===== src/rtl/uart_tx_pkg.sv =====
package uart_tx_pkg;

    typedef enum logic [2:0] {
        ST_IDLE,
        ST_START,
        ST_DATA,
        ST_PARITY,
        ST_STOP
    } tx_state_e;

    typedef struct packed {
        logic [1:0] par_mode;
        logic       par_en;
        logic       two_stop;
        logic [1:0] wlen;
    } frame_cfg_t;

    localparam logic [1:0] PAR_ODD   = 2'b00;
    localparam logic [1:0] PAR_EVEN  = 2'b01;
    localparam logic [1:0] PAR_MARK  = 2'b10;
    localparam logic [1:0] PAR_SPACE = 2'b11;

    // parity is computed over the selected character length only.
    function automatic logic calc_parity(input logic [7:0] d, input frame_cfg_t c);
        logic [7:0] masked;
        logic       x;
        masked = d & (8'hFF >> (2'd3 - c.wlen));
        x = ^masked;
        unique case (c.par_mode)
            PAR_ODD:   calc_parity = ~x;
            PAR_EVEN:  calc_parity = x;
            PAR_MARK:  calc_parity = 1'b1;
            PAR_SPACE: calc_parity = 1'b0;
            default:   calc_parity = 1'b0;
        endcase
    endfunction

endpackage


===== src/rtl/uart_tx_bitclk.sv =====
module uart_tx_bitclk #(
    parameter int DIV_W = 16,
    parameter int OVS   = 16
) (
    input  logic             clk,
    input  logic             rst_n,
    input  logic             run,
    input  logic [DIV_W-1:0] div_q,
    output logic             bit_done
);
    localparam int CNT_W = DIV_W + $clog2(OVS);

    logic [CNT_W-1:0] cnt;
    logic [CNT_W-1:0] last;
    logic [DIV_W-1:0] eff_div;

    // a zero divisor behaves as one.
    always_comb begin
        eff_div  = (div_q == '0) ? DIV_W'(1) : div_q;
        last     = CNT_W'(eff_div) * CNT_W'(OVS) - CNT_W'(1);
        bit_done = run && (cnt == last);
    end

    always_ff @(posedge clk or negedge rst_n) begin
        if (!rst_n)
            cnt <= '0;
        else if (!run || bit_done)
            cnt <= '0;
        else
            cnt <= cnt + CNT_W'(1);
    end
endmodule


===== src/rtl/uart_tx_fsm.sv =====
module uart_tx_fsm
    import uart_tx_pkg::*;
#(
    parameter int DIV_W = 16
) (
    input  logic             clk,
    input  logic             rst_n,
    input  logic             fifo_empty,
    input  logic [7:0]       fifo_data,
    input  frame_cfg_t       cfg_in,
    input  logic [DIV_W-1:0] div_in,
    input  logic             bit_done,
    output logic             fifo_pop,
    output logic             line_bit,
    output logic             run,
    output logic             tsr_empty,
    output logic [DIV_W-1:0] div_q
);
    tx_state_e  state, state_n;
    logic [7:0] shreg;
    logic [2:0] bit_cnt;
    logic [2:0] last_data;
    frame_cfg_t cfg_q;
    logic       par_q;
    logic       load;

    assign load      = (state == ST_IDLE) && !fifo_empty;
    assign last_data = 3'(cfg_q.wlen) + 3'd4;

    // State register
    always_ff @(posedge clk or negedge rst_n) begin
        if (!rst_n)
            state <= ST_IDLE;
        else
            state <= state_n;
    end

    // Transitions
    always_comb begin
        state_n = state;
        unique case (state)
            ST_IDLE:   if (!fifo_empty) state_n = ST_START;
            ST_START:  if (bit_done) state_n = ST_DATA;
            ST_DATA:   if (bit_done && bit_cnt == last_data)
                           state_n = cfg_q.par_en ? ST_PARITY : ST_STOP;
            ST_PARITY: if (bit_done) state_n = ST_STOP;
            ST_STOP:   if (bit_done && (bit_cnt[0] || !cfg_q.two_stop))
                           state_n = ST_IDLE;
            default:   state_n = ST_IDLE;
        endcase
    end

    // Outputs
    always_comb begin
        fifo_pop = load;
        run      = (state != ST_IDLE);
        unique case (state)
            ST_IDLE:   line_bit = 1'b1;
            ST_START:  line_bit = 1'b0;
            ST_DATA:   line_bit = shreg[0];
            ST_PARITY: line_bit = par_q;
            ST_STOP:   line_bit = 1'b1;
            default:   line_bit = 1'b1;
        endcase
    end

    // Datapath: R10 snapshot at the popping edge
    always_ff @(posedge clk or negedge rst_n) begin
        if (!rst_n) begin
            shreg     <= '0;
            cfg_q     <= '0;
            div_q     <= '0;
            par_q     <= 1'b0;
            bit_cnt   <= '0;
            tsr_empty <= 1'b1;
        end else begin
            if (load) begin
                shreg <= fifo_data;
                cfg_q <= cfg_in;
                div_q <= div_in;
                par_q <= calc_parity(fifo_data, cfg_in);
            end else if (state == ST_DATA && bit_done) begin
                shreg <= shreg >> 1;
            end
            if (load)
                bit_cnt <= '0;
            else if (bit_done)
                bit_cnt <= (state_n != state) ? 3'd0 : bit_cnt + 3'd1;
            if (load)
                tsr_empty <= 1'b0;
            else if (state == ST_STOP && state_n == ST_IDLE)
                tsr_empty <= 1'b1;
        end
    end
endmodule


===== src/rtl/uart_frame_tx.sv =====
module uart_frame_tx
    import uart_tx_pkg::*;
#(
    parameter int DIV_W = 16,
    parameter int OVS   = 16
) (
    input  logic             clk,
    input  logic             rst_n,
    input  logic [6:0]       line_ctl,
    input  logic [DIV_W-1:0] divisor,
    input  logic             fifo_empty,
    input  logic [7:0]       fifo_data,
    output logic             fifo_pop,
    output logic             txd,
    output logic             tsr_empty
);
    frame_cfg_t       cfg_in;
    logic             bit_done;
    logic             run;
    logic             line_bit;
    logic [DIV_W-1:0] div_q;

    always_comb begin
        cfg_in.wlen     = line_ctl[1:0];
        cfg_in.two_stop = line_ctl[2];
        cfg_in.par_en   = line_ctl[3];
        cfg_in.par_mode = line_ctl[5:4];
    end

    uart_tx_bitclk #(.DIV_W(DIV_W), .OVS(OVS)) u_bitclk (
        .clk      (clk),
        .rst_n    (rst_n),
        .run      (run),
        .div_q    (div_q),
        .bit_done (bit_done)
    );

    uart_tx_fsm #(.DIV_W(DIV_W)) u_fsm (
        .clk       (clk),
        .rst_n     (rst_n),
        .fifo_empty(fifo_empty),
        .fifo_data (fifo_data),
        .cfg_in    (cfg_in),
        .div_in    (divisor),
        .bit_done  (bit_done),
        .fifo_pop  (fifo_pop),
        .line_bit  (line_bit),
        .run       (run),
        .tsr_empty (tsr_empty),
        .div_q     (div_q)
    );

    // the break bit overrides the line without stopping the frame
    assign txd = line_ctl[6] ? 1'b0 : line_bit;
endmodule


===== config.mk =====
export PLATFORM = sky130hd
export DESIGN_NAME = uart_frame_tx
export DESIGN_NICKNAME = d
export VERILOG_FILES = /design/src/rtl/uart_tx_pkg.sv /design/src/rtl/uart_tx_bitclk.sv /design/src/rtl/uart_tx_fsm.sv /design/src/rtl/uart_frame_tx.sv
export SDC_FILE = /design/constraint.sdc
export NUM_CORES = 1
export LEC_CHECK = 0
export ABC_AREA = 1
export CAP_MARGIN = 25
export CORE_ASPECT_RATIO = 1.5
export CORE_UTILIZATION = 50
export CTS_BUF_LIST = sky130_fd_sc_hd__clkbuf_8 sky130_fd_sc_hd__clkbuf_16
export DETAILED_ROUTE_END_ITERATION = 8
export GPL_TIMING_DRIVEN = 1
export PLACE_DENSITY = 0.84
export SYNTH_ARGS = -nofsm -noshare
export SYNTH_HDL_FRONTEND = slang
export SYNTH_SLANG_ARGS = --single-unit

===== constraint.sdc =====
create_clock -name clk -period 6.79 [get_ports clk]
set_input_delay 0.679 -clock clk [delete_from_list [all_inputs] [get_ports clk]]
set_output_delay 0.679 -clock clk [all_outputs]
set_load 0.01 [all_outputs]

==> tab_implementation.tex <==
\begin{tabular}{lr}
\hline
Metric & Value \\
\hline
\multicolumn{2}{l}{\textbf{Clock tree}} \\
\quad TritonCTS clock tree & built \\
\quad Hold bufs inserted after CTS & 0 \\
\quad Number of buffers created by CTS & 5 \\
\quad Sink Count & 56 \\
\quad Number of levels the H-tree was split into & 2 \\
\quad Number of gates resized after CTS & 0 \\
\quad Clock buffer depth & 2 \\
\quad Source-to-sink clock delay at the later pin of the worst-skew pair & 320 ps \\
\quad Post-CTS clock slew at the launch and capture registers of the worst setup and hold paths & 110 ps \\
\quad Clk root buf & clkbuf\_8 \\
\quad Post-CTS Setup Bufs & 0 \\
\multicolumn{2}{l}{\textbf{Synth}} \\
\quad Mean instance size in the synthesized netlist & 7.576 um2 \\
\quad Fraction of synthesized area in multiplexers & 0\% \\
\quad Combinational family with the most area after synthesis & simple AND/OR/NAND/NOR gates \\
\quad Synthesized netlist cell count & 455 \\
\quad Synthesis-stage register bit count & 56 \\
\quad Simple-Gate Fraction of Synth Area & 35.93\% \\
\quad Sequential cell area fraction in the yosys report & between 40\% and 50\% \\
\quad Syn Std Cell Area & 3447 um2 \\
\quad Number of different library cells in the post-synthesis netlist & 45 \\
\quad Synth warnings & 0 \\
\quad Xor-xnor portion of the synthesized cell area & 8.566\% \\
\quad Adder-cell share of the synthesized area & 1.089\% \\
\quad Net count of the mapped netlist & 492 \\
\quad Share of the synthesized area in compound gates (AO/OA/AOI/OAI) & 6.897\% \\
\multicolumn{2}{l}{\textbf{STA}} \\
\quad Ratio of final minimum period to clock period & 49.00\% \\
\quad Layout Skew & 11.38 ps \\
\quad Final setup violation count & 0 \\
\quad Unrepaired setup endpoints after global routing & false \\
\quad Worst Slack Setup Final & 3463 ps \\
\quad Fmax & about 300 MHz \\
\quad Final setup TNS & 0 ps \\
\quad Number of failing hold endpoints at the final stage & 0 \\
\quad Transition time at the pin with the least slew margin & 698.6 ps \\
\quad Number of pins with negative max-slew slack in the final report & 0 \\
\quad Rel. slew slack & 53.42\% \\
\quad Min Clock Period, post-route & 3327 ps \\
\multicolumn{2}{l}{\textbf{Drt}} \\
\quad Starting DRC count in detailed routing & $\sim$120 \\
\quad Number of vias per cell & 5.366 \\
\quad Wirelength per Cell & 12.94 um \\
\quad Overall routed net length & 7350 um \\
\quad Total number of vias & 3,048 \\
\quad Post-detailed-route count of antenna-violating nets & 0 \\
\quad Pre-antenna DRT Iters & 4 \\
\quad DRC violation count after routing & 0 \\
\multicolumn{2}{l}{\textbf{Pwr}} \\
\quad Power spent charging and discharging nets & 185.7 uW \\
\quad IR drop worst, VDD & 0.1367 mV \\
\quad Power density over the cells & 169.3 nW/um2 \\
\quad Switching share of total power & 27.57\% \\
\quad Pleak & 0.001819 uW \\
\quad Seq pwr share & 55.5\% \\
\quad Combinational fraction of design power & 15.0\% \\
\quad Power share of the clock group & 29.5\% \\
\quad Internal power component & 487.8 uW \\
\multicolumn{2}{l}{\textbf{GRT}} \\
\quad Total global-route track usage & 21.77\% \\
\quad Number of global-route vias before repair & 2,988 \\
\quad Global route overflow & 0 \\
\quad Antenna violations before repair & 0 \\
\quad Pin count of the biggest net entering global routing & 57 \\
\quad Global-route wire length before repair & 12,830 um \\
\multicolumn{2}{l}{\textbf{Worst setup path}} \\
\quad Buffers and inverters on the worst path & 2 \\
\quad Endpoint kind of the worst setup timing path & flop \\
\quad Critical-path top delay cell & nand2\_1 \\
\quad Worst setup SP type & flop \\
\quad Largest stage delay, worst path & 540 ps \\
\quad Critical R2R Capture & u\_bitclk.cnt[19] \\
\quad Crit path cell chain & nor2\_1 > nand2\_2 > nor2\_4 > nand2\_4 > nand2\_1 > inv\_1 > ha\_1 > nand2\_2 > inv\_1 > nand2\_1 > nand2\_1 > nand3\_1 > nand3\_1 > nor2\_1 > nand3\_1 > nor2\_2 > nand3\_4 > nand2\_1 > a21oi\_1 > o21a\_1 \\
\quad Endpoint of the most critical setup path & u\_bitclk.cnt[19] \\
\quad Startpoint-to-endpoint class of the critical path & flop to flop \\
\quad Worst-path fanout max & 20 \\
\quad Critical Path Stages & 20 \\
\quad Startpoint of the worst-slack reg-to-reg timing path & u\_fsm.div\_q[11] \\
\quad Most used cell, CP & nand2\_1 \\
\quad CP startpoint & u\_fsm.div\_q[11] \\
\quad Cells on worst reg2reg path & 20 \\
\quad Required time at the worst-slack endpoint & 7000 ps \\
\quad Reg-to-reg slack, setup & 3460 ps \\
\quad Data arrival time at the worst-slack endpoint & 3530 ps \\
\quad Cell family with the largest share of critical-path delay & simple AND/OR/NAND/NOR gates \\
\multicolumn{2}{l}{\textbf{Floorplanning}} \\
\quad Die area & 7237 um2 \\
\quad Horizontal die dimension & 69.80 um \\
\quad Initial core utilization & 52.42\% \\
\quad Die Y & 103.7 um \\
\quad Top-level port count & 37 \\
\quad Core Box Area & 6576 um2 \\
\quad Placement Rows & 36 \\
\multicolumn{2}{l}{\textbf{Min path}} \\
\quad Count of cells along the worst hold path & 1 \\
\quad Hold\_sp & u\_bitclk.cnt[0] \\
\quad Hold crit path type & flop to flop \\
\multicolumn{2}{l}{\textbf{Layout}} \\
\quad Proportion of layout cells with a drive suffix above 1 & 10.16\% \\
\quad Post-synthesis to final-layout area growth & 15.43\% \\
\quad Commonest non-fill, non-tap cells in the layout & 119 x nand2\_1, 55 x nor2\_1, 55 x dfrtp\_1, 46 x inv\_1, 36 x nand3\_1 \\
\quad Number of antenna diodes & 0 \\
\quad Leading cell type in the layout, fill and taps excluded & nand2\_1 \\
\quad \# nets final & 528 \\
\multicolumn{2}{l}{\textbf{Placed design}} \\
\quad Pre-CTS worst setup slack & 3493 ps \\
\quad Routability cong. & between 0.9 and 1 \\
\quad Number of I/O port buffers & 36 \\
\quad Placed wire-length estimate & 5709 um \\
\multicolumn{2}{l}{\textbf{Run status}} \\
\quad Outcome & finished clean \\
\multicolumn{2}{l}{\textbf{Job}} \\
\quad Number of max-capacitance violations reported & 0 \\
\hline
\end{tabular}
==> how the worst min path moves through the flow <==
stage	end	slack, ps
final	u_bitclk.cnt[0]	470
after global placement	u_bitclk.cnt[0]	460
after CTS	u_bitclk.cnt[0]	480
after global routing	u_bitclk.cnt[0]	490
after detailed placement	u_bitclk.cnt[0]	460
after floorplan	u_bitclk.cnt[0]	380
==> area by class of cell <==
type	instances	area (um2)
Fill cell	556	2597
Inverter	53	198.9
Multi-Input combinational cell	337	1812
Timing Repair Buffer	38	370.4
Clock inverter	2	17.52
Tap cell	76	95.09
Sequential cell	56	1403
Clock buffer	6	82.58
==> layer usage <==
layer	vias to the layer above	track usage (%)	share of wire, %
li1	1529	-	-
met3	20	3.016	3.2
met2	71	39.63	53
met4	0	10.14	3.2
met5	-	0	0
met1	1428	24.54	41
==> logic make-up after synthesis <==
| kind of cell | after synthesis |
|---|---|
| AO/OA/AOI/OAI | 40 |
| buffers and inverters | 62 |
| AND/OR/NAND/NOR | 262 |
| XOR/XNOR | 32 |
| adder cells (fa/ha/maj) | 3 |
| flip-flops | 56 |
==> worst reg2reg max path: stages (launching register included) <==
cell     delay, ps
dfrtp_1        460
nor2_1         200
nand2_2         90
nor2_4         160
nand2_4        100
nand2_1        100
inv_1           50
ha_1           250
nand2_2        140
inv_1           70
nand2_1         80
nand2_1         70
nand3_1         90
nand3_1         90
nor2_1         110
nand3_1        110
nor2_2         140
nand3_4        160
nand2_1        550
a21oi_1         80
o21a_1         130
==> sequential cells by signal (all words and copies together) (netlist names) <==
name / flops
u_bitclk.cnt: 20
u_fsm.bit_cnt: 3
u_fsm.cfg_q: 4
u_fsm.div_q: 16
u_fsm.par_q: 1
u_fsm.shreg: 8
u_fsm.state: 3
u_fsm.tsr_empty: 1
==> metrics by stage <==
| step | std cells | hold WS (ps) | util (%) | power [uW] | instance area, um2 |
|---|---|---|---|---|---|
| finish | 568 | 472.5 | 60.50 | 673.5 | 3979 |
| global route | 568 | 491.2 | 60.50 | 704.8 | 3979 |
| CTS | 568 | 475.7 | 60.50 | 680.7 | 3979 |
| detailed placement | 560 | 462.2 | 58.98 | 482.0 | 3879 |
| global placement | 560 | 458.2 | 58.98 | 478.1 | 3879 |
| floorplan | 455 | 383.4 | - | 438.6 | 3447 |
==> synthesized netlist by cell type, drive strengths merged <==
library cell  number  area [um2]
a31oi              2       12.51
clkinv             2       7.510
o211ai             2       15.01
nor3              10       76.33
o21a               1       7.510
dfstp              1       26.28
xor2              19       181.4
clkbuf             6       22.52
buf                3       13.76
a21oi              6       33.78
nand3b             1       7.510
nor3b              8       65.06
a211oi             1       7.510
nor2              68       300.3
nand4              9       71.32
o21ai             22       110.1
o31ai              1       7.510
nand2            125       489.2
a22oi              2       20.02
o221ai             1       8.760
inv               51       191.4
or2                2       12.51
o22ai              1       6.260
dfrtp             55        1376
xnor2             13       113.9
o2111ai            1       8.760
nand3             37       197.7
ha                 3       37.54
nor4               2       18.77
==> power groups by stage <==
stage | sequential, uW | combinational [uW] | clock, uW
finish | 374 | 101 | 198
global route | 377 | 114 | 214
CTS | 374 | 102 | 205
detailed placement | 381 | 101 | 0
global placement | 380 | 98.6 | 0
floorplan | 372 | 66.3 | 0
No activity file was read; power rests on OpenSTA's default activity.
